<file path="src/rtl/bseq_pkg.sv">
package bseq_pkg;
    localparam int LOW_W = 2;
    localparam int BEATS = 1 << LOW_W;

    typedef logic [LOW_W-1:0] low_t;

    typedef enum logic [2:0] {
        ST_IDLE,
        ST_BEAT0,
        ST_BEAT1,
        ST_BEAT2,
        ST_BEAT3
    } beat_state_e;
endpackage

</file>
<file path="src/rtl/bseq_beat_fsm.sv">
module bseq_beat_fsm
    import bseq_pkg::*;
(
    input  logic clk,
    input  logic rst_n,
    input  logic load_i,
    input  logic adv_n_i,
    output low_t beat_o,
    output logic active_o
);
    beat_state_e state_q, state_d;

    always_ff @(posedge clk) begin
        if (!rst_n) state_q <= ST_IDLE;
        else        state_q <= state_d;
    end

    always_comb begin
        state_d = state_q;
        unique case (state_q)
            ST_IDLE:  state_d = load_i ? ST_BEAT0 : ST_IDLE;
            ST_BEAT0: state_d = load_i ? ST_BEAT0 : (!adv_n_i ? ST_BEAT1 : ST_BEAT0);
            ST_BEAT1: state_d = load_i ? ST_BEAT0 : (!adv_n_i ? ST_BEAT2 : ST_BEAT1);
            ST_BEAT2: state_d = load_i ? ST_BEAT0 : (!adv_n_i ? ST_BEAT3 : ST_BEAT2);
            ST_BEAT3: state_d = load_i ? ST_BEAT0 : (!adv_n_i ? ST_BEAT0 : ST_BEAT3);
            default:  state_d = ST_IDLE;
        endcase
    end

    always_comb begin
        beat_o   = '0;
        active_o = 1'b1;
        unique case (state_q)
            ST_IDLE:  begin beat_o = low_t'(0); active_o = 1'b0; end
            ST_BEAT0: beat_o = low_t'(0);
            ST_BEAT1: beat_o = low_t'(1);
            ST_BEAT2: beat_o = low_t'(2);
            ST_BEAT3: beat_o = low_t'(3);
            default:  begin beat_o = low_t'(0); active_o = 1'b0; end
        endcase
    end

    AST_LOAD_TO_BEAT0: assert property (@(posedge clk) disable iff (!rst_n)
        load_i |=> (beat_o == '0) && active_o);
    AST_LOAD_BEATS_ADV: assert property (@(posedge clk) disable iff (!rst_n)
        (load_i && !adv_n_i) |=> (beat_o == '0));
    AST_STEP_ONE: assert property (@(posedge clk) disable iff (!rst_n)
        (active_o && !load_i && !adv_n_i) |=> (beat_o == low_t'($past(beat_o) + 1'b1)));
    AST_HOLD_BEAT: assert property (@(posedge clk) disable iff (!rst_n)
        (!load_i && adv_n_i) |=> $stable(beat_o));
    AST_IDLE_STAYS: assert property (@(posedge clk) disable iff (!rst_n)
        (!active_o && !load_i) |=> !active_o && (beat_o == '0));
endmodule

</file>
<file path="src/rtl/bseq_addr_reg.sv">
module bseq_addr_reg
    import bseq_pkg::*;
#(
    parameter int ADDR_W = 17
) (
    input  logic              clk,
    input  logic              rst_n,
    input  logic              load_i,
    input  logic [ADDR_W-1:0] addr_i,
    output logic [ADDR_W-LOW_W-1:0] base_o,
    output low_t              start_o
);
    always_ff @(posedge clk) begin
        if (!rst_n) begin
            base_o  <= '0;
            start_o <= '0;
        end else if (load_i) begin
            base_o  <= addr_i[ADDR_W-1:LOW_W];
            start_o <= addr_i[LOW_W-1:0];
        end
    end
endmodule

</file>
<file path="src/rtl/bseq_mode_reg.sv">
module bseq_mode_reg (
    input  logic clk,
    input  logic rst_n,
    input  logic mode_i,
    output logic mode_q
);
    always_ff @(posedge clk) begin
        if (!rst_n) mode_q <= 1'b0;
        else        mode_q <= mode_i;
    end
endmodule

</file>
<file path="src/rtl/bseq_order.sv">
module bseq_order
    import bseq_pkg::*;
(
    input  logic mode_i,
    input  low_t start_i,
    input  low_t beat_i,
    output low_t low_o
);
    low_t ilv, lin;

    always_comb begin
        ilv   = start_i ^ beat_i;
        lin   = low_t'(start_i + beat_i);
        low_o = mode_i ? ilv : lin;
    end
endmodule

</file>
<file path="src/rtl/burst_seq.sv">
module burst_seq
    import bseq_pkg::*;
#(
    parameter int ADDR_W = 17
) (
    input  logic              clk,
    input  logic              rst_n,
    input  logic              load_i,
    input  logic              adv_n_i,
    input  logic              mode_i,
    input  logic [ADDR_W-1:0] addr_i,
    output logic [ADDR_W-1:0] addr_o,
    output logic [LOW_W-1:0]  beat_o
);
    localparam int HI_W = ADDR_W - LOW_W;

    logic [HI_W-1:0] base;
    low_t start, beat, low;
    logic mode_q, active;

    bseq_beat_fsm u_fsm (
        .clk(clk), .rst_n(rst_n), .load_i(load_i), .adv_n_i(adv_n_i),
        .beat_o(beat), .active_o(active)
    );

    bseq_addr_reg #(.ADDR_W(ADDR_W)) u_areg (
        .clk(clk), .rst_n(rst_n), .load_i(load_i), .addr_i(addr_i),
        .base_o(base), .start_o(start)
    );

    bseq_mode_reg u_mreg (
        .clk(clk), .rst_n(rst_n), .mode_i(mode_i), .mode_q(mode_q)
    );

    bseq_order u_order (
        .mode_i(mode_q), .start_i(start), .beat_i(beat), .low_o(low)
    );

    assign addr_o = {base, low};
    assign beat_o = beat;

    AST_FIRST_ADDR: assert property (@(posedge clk) disable iff (!rst_n)
        load_i |=> (addr_o == $past(addr_i)));
    AST_UPPER_HOLD: assert property (@(posedge clk) disable iff (!rst_n)
        !load_i |=> $stable(addr_o[ADDR_W-1:LOW_W]));
    AST_HOLD_ADDR: assert property (@(posedge clk) disable iff (!rst_n)
        (!load_i && adv_n_i && (mode_i == mode_q)) |=> $stable(addr_o));
    AST_IDLE_ZERO: assert property (@(posedge clk) disable iff (!rst_n)
        (!active && !load_i) |=> (addr_o == '0));
endmodule

</file>
<file path="config.mk">
export PLATFORM = sky130hd
export DESIGN_NAME = burst_seq
export DESIGN_NICKNAME = d
export VERILOG_FILES = /design/src/rtl/bseq_pkg.sv /design/src/rtl/bseq_beat_fsm.sv /design/src/rtl/bseq_addr_reg.sv /design/src/rtl/bseq_mode_reg.sv /design/src/rtl/bseq_order.sv /design/src/rtl/burst_seq.sv
export SDC_FILE = /design/constraint.sdc
export NUM_CORES = 1
export LEC_CHECK = 0
export CORE_MARGIN = 5
export CORE_UTILIZATION = 43
export DETAILED_ROUTE_END_ITERATION = 10
export GPL_TIMING_DRIVEN = 0
export HOLD_SLACK_MARGIN = 0.15
export PLACE_DENSITY_LB_ADDON = 0.05
export SLEW_MARGIN = 10
export SYNTH_ARGS = -nofsm -noshare
export SYNTH_HDL_FRONTEND = slang
export SYNTH_SLANG_ARGS = --single-unit
</file>
<file path="constraint.sdc">
create_clock -name clk -period 3.7 [get_ports clk]
set_clock_uncertainty 0.15 [all_clocks]
set_input_delay 0.74 -clock clk [delete_from_list [all_inputs] [get_ports clk]]
set_output_delay 0.74 -clock clk [all_outputs]
set_load 0.1 [all_outputs]
</file>
Word level (Yosys, flattened, before mapping):

Cells that the tools add are included.

* $add $sub $neg: 1
* multipliers: 0
* div/mod/pow operators: 0
* order comparisons: 0
* equal/unequal tests: 4
* shifts and indexed selects: 0
* mux-type cells: 12
* bitwise logic cells: 1
* reduce and logical (&&, ||, !) cells: 1

Operators with widths (number)
* 3-bit two-way mux: 6
* 3-bit one-hot mux with 5 select lines: 1
* 3-bit by 2-bit equality test with 1-bit output, second input constant: 2
* 2-bit one-hot mux with 3 select lines: 1
* 2-bit two-way mux: 2
* 3-bit by 1-bit equality test with 1-bit output, second input constant: 1
* 3-bit equality test, second input constant: 1
* 3-bit logical NOT: 1
* 2-bit adder: 1
* 1-bit two-way mux: 2
* 2-bit bitwise XOR: 1

* register bits: 21
* latch bits: 0
* bits in writable memories: 0
* ROM bits: 0
* input port bits: 22
* memories: 0

Longest topological paths before layout:

* depth in word-level cells: 4
* gate-level depth with buffers: 7

Modules after synthesis:

A second synthesis with hierarchy kept.

* cells, all modules: 85
* area total of the unflattened synthesis: 902.1 sq um

By module, submodules not included
* bseq_addr_reg: times used 1, cells an instance 54, area an instance 651.9 sq um
* bseq_beat_fsm: times used 1, cells an instance 25, area an instance 187.7 sq um
* bseq_order: times used 1, cells an instance 4, area an instance 36.3 sq um
* bseq_mode_reg: times used 1, cells an instance 2, area an instance 26.3 sq um

Worst setup path after synthesis:

Ideal clock, no wire load.

* path type: reg-to-output
* from: register u_fsm.state_q[1]
* to: output addr_o[1]
* arrival: 4216 ps
* data required time: 2810 ps
* setup slack: -1406 ps
* cell stages (with the launch flop): 8
* cells stage by stage: dfxtp_1 buf_2 nand2b_4 a21oi_1 ha_1 nor2b_1 xnor2_1 xnor2_1

* longest elaborated chain between the ends: 4
* elaborated cells between the ends (all ways): 7

Ends and longest elaborated chain
* start: declaration: RTL line bseq_beat_fsm.sv:11 `beat_state_e state_q, state_d;`
* start signal: assignment: RTL line bseq_beat_fsm.sv:15 `else state_q <= state_d;`
* 3-bit equality test / 3-bit by 2-bit equality test with 1-bit output (equally long branches): RTL line bseq_beat_fsm.sv:33 `unique case (state_q)`
* 2-bit one-hot mux with 3 select lines *: RTL line bseq_beat_fsm.sv:33
* named net beat_o[0]: RTL line burst_seq.sv:13 `output logic [LOW_W-1:0] beat_o`
* 2-bit adder *: RTL line bseq_order.sv:13 `lin = low_t'(start_i + beat_i);`
* 2-bit two-way mux *: RTL line bseq_order.sv:14 `low_o = mode_i ? ilv : lin;`
* end: declaration: RTL line burst_seq.sv:12 `output logic [ADDR_W-1:0] addr_o,`

The timed path passes the listed nets; every way through them passes the cells marked *.

Final worst setup path:

* from: register u_fsm.state_q[2]
* to: output addr_o[1]

* longest elaborated chain between the ends: 4
* elaborated cells between the ends (all ways): 7

Ends and longest elaborated chain (RTL line)
* 3-bit equality test / 3-bit by 2-bit equality test with 1-bit output (equally long branches): bseq_beat_fsm.sv:33
* 2-bit one-hot mux with 3 select lines *: bseq_beat_fsm.sv:33
* 2-bit adder / 2-bit bitwise XOR (equally long branches): bseq_order.sv:13, bseq_order.sv:12
* 2-bit two-way mux *: bseq_order.sv:14

Mark *: on every way between the ends. The rest lies on a longest branch, timed or not.

==> impl_metrics.toml <==
[logic_synthesis]
synth.most_common_cell = "dfxtp_1"
avgSynthCellArea_um2 = 10.5
synthFlopType = "dfxtp_1"
syn_area_um2 = 905
yosysWarnings = 0
synth_top_area_share_pct = 46.5
synth-edff-count = 0
syn_nets = 109
ys_types = 22
synth_area_leader_cell = "dfxtp_1"
synthTopCellsByCount = "dfxtp_1 (21), mux2i_1 (17), nor2b_1 (10)"
ys_seq_area_share_pct = 46.5
netlist_instances = 86
synthTopCellsByArea = "dfxtp_1 (46%), mux2i_1 (19%), and2b_1 (7.5%)"
async_flop_share_pct = 0
synth-seq-cells = 21

[sta]
slew_headroom_pct = 34.0
period_share_pct = 96.2
holdWs_ns = 0.382
hold_viol = 0
max_freq_mhz = 281
slew_violations = 0
final.min_clock_period_ns = 3.56
max_slew.worst_pin.slew_ns = 0.986
finalWorstSetupSlack_ns = 0.142
tns_ns = 0
setup-violations-final = 0
rsz0062_at_grt = "false"

[global_routing]
grt_pass1_vias = 741
grt_pass1_wl_um = 3190
grt_util_all_layers_pct = 12.6
grt_max_degree = 13
antenna_found_initial = 0
overflow = 0

[final_layout]
area_growth_syn_to_layout_pct = 51.9
fin_area_mm2 = 0.00137
layout-drive-gt1-share_pct = 9.30
nets = 153
diodes = 0

[critical_path]
rr_startpoint = "u_fsm.state_q[0]$_SDFF_PN0_"
reg2reg_depth = 3
crit_arrival_ns = 2.67
worstSetupEndpointType = "primary output"
cp_data_required_time_ns = 2.81
cp_max_fo = 8
critPathLaunchType = "register"
startpoint = "u_fsm.state_q[2]$_SDFF_PN0_"
critPathKind = "register to primary output"

[power]
p_total_uw = 525
p_per_area_mw_per_mm2 = 382
p_leak_nw = 0.580
worst_ir_drop_vdd_v = 0.000324

[place]
hpwl_um = 1480
place.gp.congestion = 0.626
dpl-instance-area_mm2 = 0.00135
portBuffers = 39
pre_cts_ws_ns = 0.190

[die]
fp.dieW_um = 55.9
initial_utilization_pct = 45.6
fp.dieH_um = 55.9
coreArea_mm2 = 0.00198
fp-row-count = 16
fp.dieArea_mm2 = 0.00312
num_io_pins = 41

[clock_network]
numCtsBuffers = 3
root_buffer = "clkbuf_4"
ctsLongestPathBuffers = 2
cts.sinks = 21
cts_tree = "done"
ctsHoldBuffers = 0
cts.clk_slew.worst_paths_ns = 0.11
cts.htree.levels = 1
clock_latency_ns = 0.30

[route]
wl_per_cell_um = 12.1
dr_total_vias = 712
drtIter0Drc = 9
dr.pass1.iters = 4
vias_per_cell = 4.56
ant_nets = 0
wirelength_um = 1880
route.detailed.drc = 0

[worst_hold_path]
hold_path.class = "register to register"
min_from = "u_areg.base_o[10]$_SDFFE_PN0P_"
hold_depth = 2

[run_status]
status = "finished clean"

[job]
cap_violations = 0
[placed cells by master, fill, tap and decap left out, types with 2 or more instances in the layout]
master,Yosys,layout
o21ai_0,2,2
xnor2_1,3,2
buf_2,2,2
clkbuf_4,0,3
clkdlybuf4s50_1,0,38
nand2_1,3,3
mux2i_1,17,17
dfxtp_1,21,21
nor2_1,4,4
clkbuf_1,3,3
nor2b_1,10,10
and2b_1,9,9
[layer usage]
metal	part of all wire [%]	track usage [%]	vias up
met3	10	7.89	0
met2	51	22.8	25
met5	0	0	-
li1	-	-	370
met4	0	2.03	0
met1	39	12.3	317
[area by class of cell]
| class | instances | area, um2 |
|---|---|---|
| Clock buffer | 3 | 22.5 |
| Timing Repair Buffer | 39 | 389 |
| Inverter | 1 | 3.75 |
| Multi-Input combinational cell | 58 | 470 |
| Fill cell | 159 | 608 |
| Buffer | 6 | 28.8 |
| Clock inverter | 1 | 5.00 |
| Sequential cell | 21 | 420 |
| Tap cell | 27 | 33.8 |
[kinds of logic (layout without fill, tap and decap cells)]
group | Yosys count | after routing | synth area share (%)
multiplexers | 17 | 17 | 18.8
buffers and inverters | 7 | 50 | 3.60
flip-flops | 21 | 21 | 46.5
adder cells (fa/ha/maj) | 1 | 1 | 1.38
XOR/XNOR | 3 | 3 | 2.91
AND/OR/NAND/NOR | 32 | 32 | 23.1
AO/OA/AOI/OAI | 5 | 5 | 3.73
[per-stage QoR]
stage | cells | util, %
after detailed placement | 152 | 68.0
after global routing | 156 | 69.3
after CTS | 156 | 69.3
final | 156 | 69.3
after floorplan | 86 | -
after global placement | 152 | 68.0
[what timing repair did]
item                                   4_1_cts  5_1_grt
endpoints found under the hold margin        0        0
setup buffers                                0        0
gates resized for setup                      1        0
setup endpoints to repair                    1        0
[sequential cells by signal (all words and copies together) (netlist names)]
register	cells
u_areg.start_o	2
u_areg.base_o	15
u_fsm.state_q	3
u_mreg.mode_q	1
[path summary, 6_finish.rpt]
| kind | slack [ns] | to |
|---|---|---|
| worst min-delay path | 0.38 | u_areg.base_o[10]$_SDFFE_PN0P_ |
| worst max-delay path | 0.14 | addr_o[1] |
| worst max register to register | 2.48 | u_fsm.state_q[2]$_SDFF_PN0_ |
| worst min register to register | 0.38 | u_areg.base_o[10]$_SDFFE_PN0P_ |
[critical path: stages (launching register included)]
cell,delay [ns]
dfxtp_1,0.53
inv_1,0.10
nand2_1,0.13
a21oi_4,0.07
ha_1,0.20
nor2b_1,0.13
xnor2_1,0.22
xnor2_2,0.13
dlygate4sd2_1,0.86
[power by group]
group	internal (mW)	switching (mW)	leakage, nW
clock	0.0403	0.0678	0.0177
combinational	0.0586	0.111	0.389
sequential	0.239	0.00794	0.173
Note: power is estimated with default switching activity, not from simulation.
